<file path="src/rtl/snz_pkg.sv">
package snz_pkg;
   typedef enum logic [1:0] {
      ST_AWAKE = 2'd0,
      ST_ENTER = 2'd1,
      ST_SLEEP = 2'd2,
      ST_EXIT  = 2'd3
   } snz_state_t;
endpackage

</file>
<file path="src/rtl/snz_sync.sv">
module snz_sync #(
   parameter int STAGES = 2
) (
   input  logic clk,
   input  logic rst_n,
   input  logic d_i,
   output logic q_o
);
   logic [STAGES-1:0] chain;

   always_ff @(posedge clk or negedge rst_n) begin
      if (!rst_n) chain <= '0;
      else        chain <= {chain[STAGES-2:0], d_i};
   end

   assign q_o = chain[STAGES-1];
endmodule

</file>
<file path="src/rtl/snz_fsm.sv">
module snz_fsm
   import snz_pkg::*;
#(
   parameter int ENTRY_CYC = 2,
   parameter int EXIT_CYC  = 2
) (
   input  logic       clk,
   input  logic       rst_n,
   input  logic       req_i,
   output snz_state_t state_o
);
   localparam int MAXC  = (ENTRY_CYC > EXIT_CYC) ? ENTRY_CYC : EXIT_CYC;
   localparam int CNT_W = (MAXC > 1) ? $clog2(MAXC) : 1;
   localparam logic [CNT_W-1:0] ENTRY_LAST = CNT_W'(ENTRY_CYC - 1);
   localparam logic [CNT_W-1:0] EXIT_LAST  = CNT_W'(EXIT_CYC - 1);

   snz_state_t       state, state_nx;
   logic [CNT_W-1:0] cnt, cnt_nx;

   always_comb begin
      state_nx = state;
      cnt_nx   = cnt;
      unique case (state)
         ST_AWAKE: if (req_i) begin
            state_nx = ST_ENTER;
            cnt_nx   = '0;
         end
         ST_ENTER: begin
            if (!req_i) begin
               state_nx = ST_EXIT;
               cnt_nx   = '0;
            end else if (cnt == ENTRY_LAST) begin
               state_nx = ST_SLEEP;
            end else begin
               cnt_nx = cnt + 1'b1;
            end
         end
         ST_SLEEP: if (!req_i) begin
            state_nx = ST_EXIT;
            cnt_nx   = '0;
         end
         ST_EXIT: begin
            if (req_i) begin
               state_nx = ST_ENTER;
               cnt_nx   = '0;
            end else if (cnt == EXIT_LAST) begin
               state_nx = ST_AWAKE;
            end else begin
               cnt_nx = cnt + 1'b1;
            end
         end
         default: begin
            state_nx = ST_AWAKE;
            cnt_nx   = '0;
         end
      endcase
   end

   always_ff @(posedge clk or negedge rst_n) begin
      if (!rst_n) begin
         state <= ST_AWAKE;
         cnt   <= '0;
      end else begin
         state <= state_nx;
         cnt   <= cnt_nx;
      end
   end

   assign state_o = state;
endmodule

</file>
<file path="src/rtl/snz_guard.sv">
module snz_guard
   import snz_pkg::*;
#(
   parameter int NUM_CE     = 3,
   parameter int NUM_STB    = 2,
   parameter bit ERR_STICKY = 1'b0
) (
   input  logic               clk,
   input  logic               rst_n,
   input  snz_state_t         state_i,
   input  logic [NUM_CE-1:0]  ce_i,
   input  logic [NUM_STB-1:0] stb_i,
   output logic               access_en_o,
   output logic               access_go_o,
   output logic               err_o
);
   logic any_hit;
   logic violate;
   logic err_q;

   assign access_en_o = (state_i == ST_AWAKE);
   assign any_hit     = (|ce_i) | (|stb_i);
   assign violate     = !access_en_o && any_hit;
   assign access_go_o = access_en_o && (&ce_i) && (|stb_i);

   generate
      if (ERR_STICKY) begin : g_sticky
         always_ff @(posedge clk or negedge rst_n) begin
            if (!rst_n) err_q <= 1'b0;
            else        err_q <= err_q | violate;
         end
      end else begin : g_pulse
         always_ff @(posedge clk or negedge rst_n) begin
            if (!rst_n) err_q <= 1'b0;
            else        err_q <= violate;
         end
      end
   endgenerate

   assign err_o = err_q;
endmodule

</file>
<file path="src/rtl/snooze_ctrl.sv">
module snooze_ctrl
   import snz_pkg::*;
#(
   parameter int SYNC_STAGES = 2,
   parameter int ENTRY_CYC   = 2,
   parameter int EXIT_CYC    = 2,
   parameter int NUM_CE      = 3,
   parameter int NUM_STB     = 2,
   parameter bit ERR_STICKY  = 1'b0
) (
   input  logic               clk,
   input  logic               rst_n,
   input  logic               sleep_pin_i,
   input  logic [NUM_CE-1:0]  ce_act_i,
   input  logic [NUM_STB-1:0] stb_act_i,
   output logic               sleep_active_o,
   output logic               access_en_o,
   output logic               access_go_o,
   output logic               proto_err_o
);
   generate
      if (SYNC_STAGES < 2) begin : g_bad_sync
         $error("snooze_ctrl: SYNC_STAGES must be at least 2");
      end
      if (ENTRY_CYC < 1 || EXIT_CYC < 1) begin : g_bad_lat
         $error("snooze_ctrl: ENTRY_CYC and EXIT_CYC must be at least 1");
      end
      if (NUM_CE < 1 || NUM_STB < 1) begin : g_bad_width
         $error("snooze_ctrl: NUM_CE and NUM_STB must be at least 1");
      end
   endgenerate

   logic       req_sync;
   snz_state_t state;

   snz_sync #(.STAGES(SYNC_STAGES)) u_sync (
      .clk   (clk),
      .rst_n (rst_n),
      .d_i   (sleep_pin_i),
      .q_o   (req_sync)
   );

   snz_fsm #(.ENTRY_CYC(ENTRY_CYC), .EXIT_CYC(EXIT_CYC)) u_fsm (
      .clk     (clk),
      .rst_n   (rst_n),
      .req_i   (req_sync),
      .state_o (state)
   );

   snz_guard #(.NUM_CE(NUM_CE), .NUM_STB(NUM_STB), .ERR_STICKY(ERR_STICKY)) u_guard (
      .clk         (clk),
      .rst_n       (rst_n),
      .state_i     (state),
      .ce_i        (ce_act_i),
      .stb_i       (stb_act_i),
      .access_en_o (access_en_o),
      .access_go_o (access_go_o),
      .err_o       (proto_err_o)
   );

   assign sleep_active_o = (state == ST_SLEEP);
endmodule

</file>
<file path="config.mk">
export PLATFORM = sky130hd
export DESIGN_NAME = snooze_ctrl
export DESIGN_NICKNAME = d
export VERILOG_FILES = /design/src/rtl/snz_pkg.sv /design/src/rtl/snz_sync.sv /design/src/rtl/snz_fsm.sv /design/src/rtl/snz_guard.sv /design/src/rtl/snooze_ctrl.sv
export SDC_FILE = /design/constraint.sdc
export NUM_CORES = 1
export LEC_CHECK = 0
export ABC_CLOCK_PERIOD_IN_PS = 2060
export CAP_MARGIN = 20
export CELL_PAD_IN_SITES_DETAIL_PLACEMENT = 1
export CELL_PAD_IN_SITES_GLOBAL_PLACEMENT = 2
export CORE_AREA = 2 2 39 41
export DETAILED_ROUTE_END_ITERATION = 10
export DIE_AREA = 0 0 41 43
export DONT_BUFFER_PORTS = 1
export PLACE_DENSITY_LB_ADDON = 0.1
export REMOVE_ABC_BUFFERS = 1
export SLEW_MARGIN = 30
export SYNTH_ARGS = -nofsm -noshare
export SYNTH_HDL_FRONTEND = slang
export SYNTH_HIERARCHICAL = 1
export SYNTH_SLANG_ARGS = --single-unit
</file>
<file path="constraint.sdc">
create_clock -name clk -period 2.06 [get_ports clk]
set_input_delay 0.103 -clock clk [delete_from_list [all_inputs] [get_ports clk]]
set_output_delay 0.103 -clock clk [all_outputs]
set_load 0.005 [all_outputs]
</file>
==> results of run 1 <==
[cell usage in the layout (no fill, tap or decap), types with 2 or more instances in the layout]
cell type	n
sky130_fd_sc_hd__a21oi_1	2
sky130_fd_sc_hd__clkbuf_4	3
sky130_fd_sc_hd__dfrtp_1	6
sky130_fd_sc_hd__dlygate4sd3_1	2
sky130_fd_sc_hd__ha_1	6
sky130_fd_sc_hd__inv_1	3
sky130_fd_sc_hd__mux2i_1	2
sky130_fd_sc_hd__nor2_1	3
sky130_fd_sc_hd__nor2b_1	2
[power by group]
group,internal [mW],switching (mW)
logic,0.142,0.142
registers,0.162,0.0634
clock network,0.0653,0.0333
total,0.369,0.238
[synth_stat cells, types with 2 or more instances]
cell	number	area [um2]
sky130_fd_sc_hd__inv_1	3	11.26
sky130_fd_sc_hd__nor2_1	3	11.26
sky130_fd_sc_hd__dfrtp_1	6	150.1
sky130_fd_sc_hd__nor2b_1	2	12.51
sky130_fd_sc_hd__a21oi_1	2	10.01
sky130_fd_sc_hd__mux2i_1	2	20.02
sky130_fd_sc_hd__ha_1	6	75.07
[worst reg2reg max path, stage by stage (launching register included)]
cell	delay, ns
sky130_fd_sc_hd__dfrtp_1	0.47
sky130_fd_sc_hd__inv_1	0.15
sky130_fd_sc_hd__ha_1	0.26
sky130_fd_sc_hd__nand2b_4	0.06
sky130_fd_sc_hd__a32oi_2	0.26
sky130_fd_sc_hd__mux2_1	0.36
[flip-flops by register name, summed over array words and instances (netlist names)]
signal,cells
u_fsm/state_o,2
u_sync/chain,2
u_fsm/cnt,1
u_guard/err_o,1
[kinds of logic (layout without fill, tap and decap cells)]
kind of cell               count (synthesis)  count (layout)  synth area share
AOI/OAI and AO/OA                          5               5            0.1090
and+or+nand+nor                           11              11            0.2051
adders and majority gates                  6               6            0.1923
muxes                                      3               3           0.08013
buffers and inverters                      3               8           0.02884
DFF                                        6               6            0.3846
[layer usage]
| layer | vias up | wire length (um) | GRT usage | share of wire |
|---|---|---|---|---|
| li1 | 130 | - | - | - |
| met1 | 122 | 283 | 0.1126 | 0.43 |
| met2 | 7 | 343 | 0.1406 | 0.52 |
| met3 | 0 | 31 | 0.03665 | 0.047 |
| met4 | 0 | 0 | 0.04000 | 0 |
| met5 | - | 0 | 0 | 0 |
[layout make-up]
class / instances / area, um2
flip-flops and latches: 6 / 150.1
repair buffers: 2 / 20.02
multi-input cells: 25 / 229.0
clock buffers: 3 / 22.52
well taps: 16 / 20.02
fillers: 158 / 930.9
inverters: 3 / 11.26
[final timing paths]
kind | slack, ns | from | endpoint | cells after the start
setup / recovery | 0.37 | u_fsm/state_o[1]$_DFFE_PN0P_ | u_fsm/state_o[1]$_DFFE_PN0P_ | 5
hold / removal | 0.07 | ce_act_i[0] | u_guard/err_o$_DFF_PN0_ | 2
setup reg to reg | 0.37 | u_fsm/state_o[1]$_DFFE_PN0P_ | u_fsm/state_o[1]$_DFFE_PN0P_ | 5
hold reg to reg | 0.35 | u_sync/chain[0]$_DFF_PN0_ | u_sync/chain[1]$_DFF_PN0_ | 0
max in group asynchronous | 1.67 | rst_n | u_fsm/cnt$_DFFE_PN0P_ | 1
min in group asynchronous | 0.18 | rst_n | u_guard/err_o$_DFF_PN0_ | 1
[what timing repair did]
action / in CTS / in global routing
hold buffers: 2 / 0
hold endpoints to repair: 7 / 0
gates resized for setup: 0 / 0
==> results.md, run 1 <==
* Average wire per cell in the routed design at roughly 12 um
* Worst relative slew slack at 0.6909
* Placeable core area at 1384 um2
* Net total in the final layout at 55
* Fraction of final layout cells sized beyond drive strength 1 at 0.1795
* Initial antenna violation count at 0
* Critical Path RT at around 2.2 ns
* Maximum number of pins on one net before global-route repair at 9
* Fraction of synthesis flops using an asynchronous set or reset pin at 1.000
* Maximum capacitance violations at 0
* Inserted Diodes at 0
* Number of levels in the clock H-tree at 1
* Achievable clock frequency at a little under 600 MHz
* Number of routed nets with antenna violations at 0
* Initial DRC Count at 1
* Max incr delay on CP at roughly 0.47 ns
* Clock tree from TritonCTS: yes
* Largest clock skew in the final design at 0.002488 ns
* Dominant synthesized flop cell: sky130_fd_sc_hd__dfrtp_1
* P per Cell Area at between 1000 and 1500 nW/um2
* Total setup buffers inserted after CTS at 0
* Width of the die at ~41 um
* Source-to-sink clock delay at the later pin of the worst-skew pair at between 0.2 and 0.25 ns
* Class of the worst hold path: in2reg
* Worst Setup Path Type: reg2reg
* Status: finished, final reports clean
* Crit-path leading delay family: flip-flops
* Largest driver fanout on the critical path at 8
* Crit path capture type: flop
* Clock Pin Slew Worst Setup and Hold Paths at roughly 0.04 ns
* Final std cell area, no fill at around 450 um2
* Final instance count without filler cells at 55
* GPL Wtd Cong at 0.6016
* Post-Place Cell Area at a little over 400 um2
* GR Util All Layers at 0.09321
* Routed via count at ~260
* Starting Density at 0.2821
* Clock buffer depth at 2
* Leakage power of the design at 0.2007 nW
* Gr ovfl total at 0
* Period utilisation layout at 0.8181
* Sinks on Clock Net at 6
* Kind of launch point of the worst setup path: flop
* Distinct cells, synth at 17
* Number of placed cells counting well taps at 50
* First-pass iteration count of the detailed router at 2
* Number of standard cells after synthesis at 34
* Setup TNS Final at 0 ns
* Sum of net half-perimeters after detailed placement at about 590 um
* First-pass GRT wire length at between 1 and 1.5 mm
* Vertical die dimension at 43 um
* Slowest library cell on the worst path: sky130_fd_sc_hd__dfrtp_1
* Pre-CTS WS at between 0.3 and 0.4 ns
* Mean instance size in the synthesized netlist at 11.48 um2
* Via density per instance at 4.709
* Area grow syn2layout at 16.03%
* Buffers and inverters on the worst path at 1
* Vias in the first global route at 281
* Number of port buffers at 0
* Core Util, Final at 0.3273
* Sequential cell area fraction in the yosys report at 0.3846
* Post-synthesis cell area at roughly 390 um2
* Number of buffers inserted during clock tree synthesis at 3
* Detailed Route WL at between 600 and 700 um
* Die Outline Area at approximately 1800 um2
* Number of register bits inferred by synthesis at 6
* Hold Slack at 0.06839 ns
* Number of enable-type register cells in the synthesized netlist at 0
* CP arrival at ~1.8 ns
* Endpoints failing setup at 0
* Worst voltage drop across the vdd grid at ~0.52 mV
* Boundary Pins at 12
* Smallest setup slack after layout at about 0.37 ns
* CTS Root Cell: sky130_fd_sc_hd__clkbuf_4
* Total number of yosys warnings at 6
* Number of hold violations in the final report at 0
* DRC violations left at 0
* Cell Chain, Critical Path: inv_1 > ha_1 > nand2b_4 > a32oi_2 > mux2_1
* Row count at 14
* RSZ-0062 raised after global routing: false
* Final Max Slew Viols at 0
* Power Total at 607.6 uW
* Transition time at the pin with the least slew margin at between 0.4 and 0.5 ns
* Shortest clock period the worst path allows after layout at ~1.7 ns
Power figures use the tool's default switching activity.
==> run 2: changes to the inputs <==
- ABC_CLOCK_PERIOD_IN_PS: 2060 -> 1600
- clock period: 2.06 -> 1.6 ns (I/O delays scaled with it)
==> run 2 against run 1 <==
  * Largest power group unchanged
  * Routed wire length grew 4.4%
  * Combinational power is 62% higher
  * Register-to-register slack lost 0.27 ns
  * Clock skew decreased by 0.00082 ns
==> results.md, run 2 (synthesized netlist as in run 1, its figures left out) <==
* Status: finished, final reports clean
* Boundary Pins at 12
* Vertical die dimension at about 43 um
* Worst relative slew slack at 0.7569
* Maximum capacitance violations at 0
* Row count at 14
* Transition time at the pin with the least slew margin at approximately 0.36 ns
* Slowest library cell on the worst path: sky130_fd_sc_hd__dfrtp_1
* Largest driver fanout on the critical path at 3
* Largest clock skew in the final design at ~0.0017 ns
* P per Cell Area at between 1500 and 2000 nW/um2
* CTS Root Cell: sky130_fd_sc_hd__clkbuf_4
* Number of port buffers at 0
* Most frequent cells in the layout: sky130_fd_sc_hd__ha_1 (6), sky130_fd_sc_hd__dfrtp_1 (6), sky130_fd_sc_hd__clkbuf_4 (3), sky130_fd_sc_hd__buf_4 (3), sky130_fd_sc_hd__nor2_1 (3)
* Detailed Route WL at between 600 and 700 um
* Total setup buffers inserted after CTS at 0
* First-pass iteration count of the detailed router at 1
* Average wire per cell in the routed design at about 12 um
* Placeable core area at between 1000 and 1500 um2
* Fraction of final layout cells sized beyond drive strength 1 at 0.2619
* Period utilisation layout at 0.9325
* Initial antenna violation count at 0
* Initial DRC Count at 0
* Worst voltage drop across the vdd grid at 0.5172 mV
* Starting Density at 0.2821
* Area grow syn2layout at 21.79%
* Hold Slack at 0.07499 ns
* Net total in the final layout at 58
* Max incr delay on CP at about 0.37 ns
* Clock tree from TritonCTS: yes
* Kind of launch point of the worst setup path: flop
* RSZ-0062 raised after global routing: false
* Maximum number of pins on one net before global-route repair at 8
* Clock buffer depth at 2
* Cell Chain, Critical Path: inv_1 > ha_1 > nand2b_4 > a32oi_2 > mux2_1
* DRC violations left at 0
* Leakage power of the design at around 0.21 nW
* GPL Wtd Cong at about 0.65
* Class of the worst hold path: in2reg
* Number of levels in the clock H-tree at 1
* Vias in the first global route at ~300
* Endpoints failing setup at 0
* CP arrival at 1.61 ns
* Clock Pin Slew Worst Setup and Hold Paths at roughly 0.040 ns
* Number of cell instances on the worst register-to-register path at 5
* Sinks on Clock Net at 6
* Smallest setup slack after layout at approximately 0.11 ns
* Gr ovfl total at 0
* Die Outline Area at 1763 um2
* GR Util All Layers at 0.09635
* First-pass GRT wire length at about 1.1 mm
* Inserted Diodes at 0
* Source-to-sink clock delay at the later pin of the worst-skew pair at ~0.24 ns
* Worst Setup Path Type: reg2reg
* Achievable clock frequency at between 600 and 700 MHz
* Critical Path RT at ~1.7 ns
* Number of hold violations in the final report at 0
* Final Max Slew Viols at 0
* Pre-CTS WS at around 0.086 ns
* Routed via count at between 200 and 300
* Crit path capture type: flop
* Number of buffers inserted during clock tree synthesis at 3
* Setup TNS Final at 0 ns
* Worst Hold Depth at 2
* Crit-path leading delay family: flip-flops
* Via density per instance at around 4.8
* Post-Place Cell Area at approximately 430 um2
* Shortest clock period the worst path allows after layout at around 1.5 ns
* Filler Cells Inserted at approximately 160
* Final std cell area, no fill at 475.5 um2
* Logic depth of the worst setup path including buffers at 5
* Width of the die at between 40 and 50 um
* Buffers and inverters on the worst path at 1
* Number of routed nets with antenna violations at 0
run 2: metal layers:
metal | part of all wire | routed length, um | vias to the layer above | track usage
met4 | 0 | 0 | 0 | 0.08000
li1 | - | - | 136 | -
met3 | 0.061 | 42 | 0 | 0.03665
met1 | 0.39 | 268 | 134 | 0.09302
met2 | 0.55 | 374 | 7 | 0.1500
met5 | 0 | 0 | - | 0
run 2: per-stage QoR:
| stage | util | std cells | total power [mW] |
|---|---|---|---|
| 2_1_floorplan | - | 34 | 0.5732 |
| 3_3_place_gp | 0.3128 | 53 | 0.7072 |
| 3_5_place_dp | 0.3128 | 53 | 0.7194 |
| 4_1_cts | 0.3436 | 58 | 0.8648 |
| 5_1_grt | 0.3436 | 58 | 0.9319 |
| 6_report | 0.3436 | 58 | 0.8451 |
run 2: final cells by class:
type	instances	area, um2	share of cell area
inverters	3	11.26	0.02368
repair buffers	5	42.54	0.08947
clock buffers	3	22.52	0.04737
multi-input cells	25	229.0	0.4816
flip-flops and latches	6	150.1	0.3158
well taps	16	20.02	0.04211
run 2: timing repair:
item | 4_1_cts | 5_1_grt
hold buffers | 2 | 0
resized for setup | 0 | 1
endpoints found under the hold margin | 7 | 0
setup endpoints to repair | 0 | 1
run 2: report_power, final:
| part | switching (mW) | internal [mW] | total [mW] |
|---|---|---|---|
| Sequential | 0.0456 | 0.209 | 0.255 |
| Combinational | 0.229 | 0.232 | 0.461 |
| Clock | 0.0455 | 0.0842 | 0.130 |
| Total | 0.320 | 0.525 | 0.845 |
run 2: worst paths after layout:
path / startpoint / slack (ns) / to
hold reg to reg: u_sync/chain[0]$_DFF_PN0_ / 0.35 / u_sync/chain[1]$_DFF_PN0_
hold / removal: ce_act_i[0] / 0.07 / u_guard/err_o$_DFF_PN0_
min in group asynchronous: rst_n / 0.14 / u_fsm/state_o[1]$_DFFE_PN0P_
max in group asynchronous: rst_n / 1.26 / u_fsm/cnt$_DFFE_PN0P_
setup / recovery: u_fsm/state_o[1]$_DFFE_PN0P_ / 0.11 / u_fsm/state_o[1]$_DFFE_PN0P_
setup reg to reg: u_fsm/state_o[1]$_DFFE_PN0P_ / 0.11 / u_fsm/state_o[1]$_DFFE_PN0P_
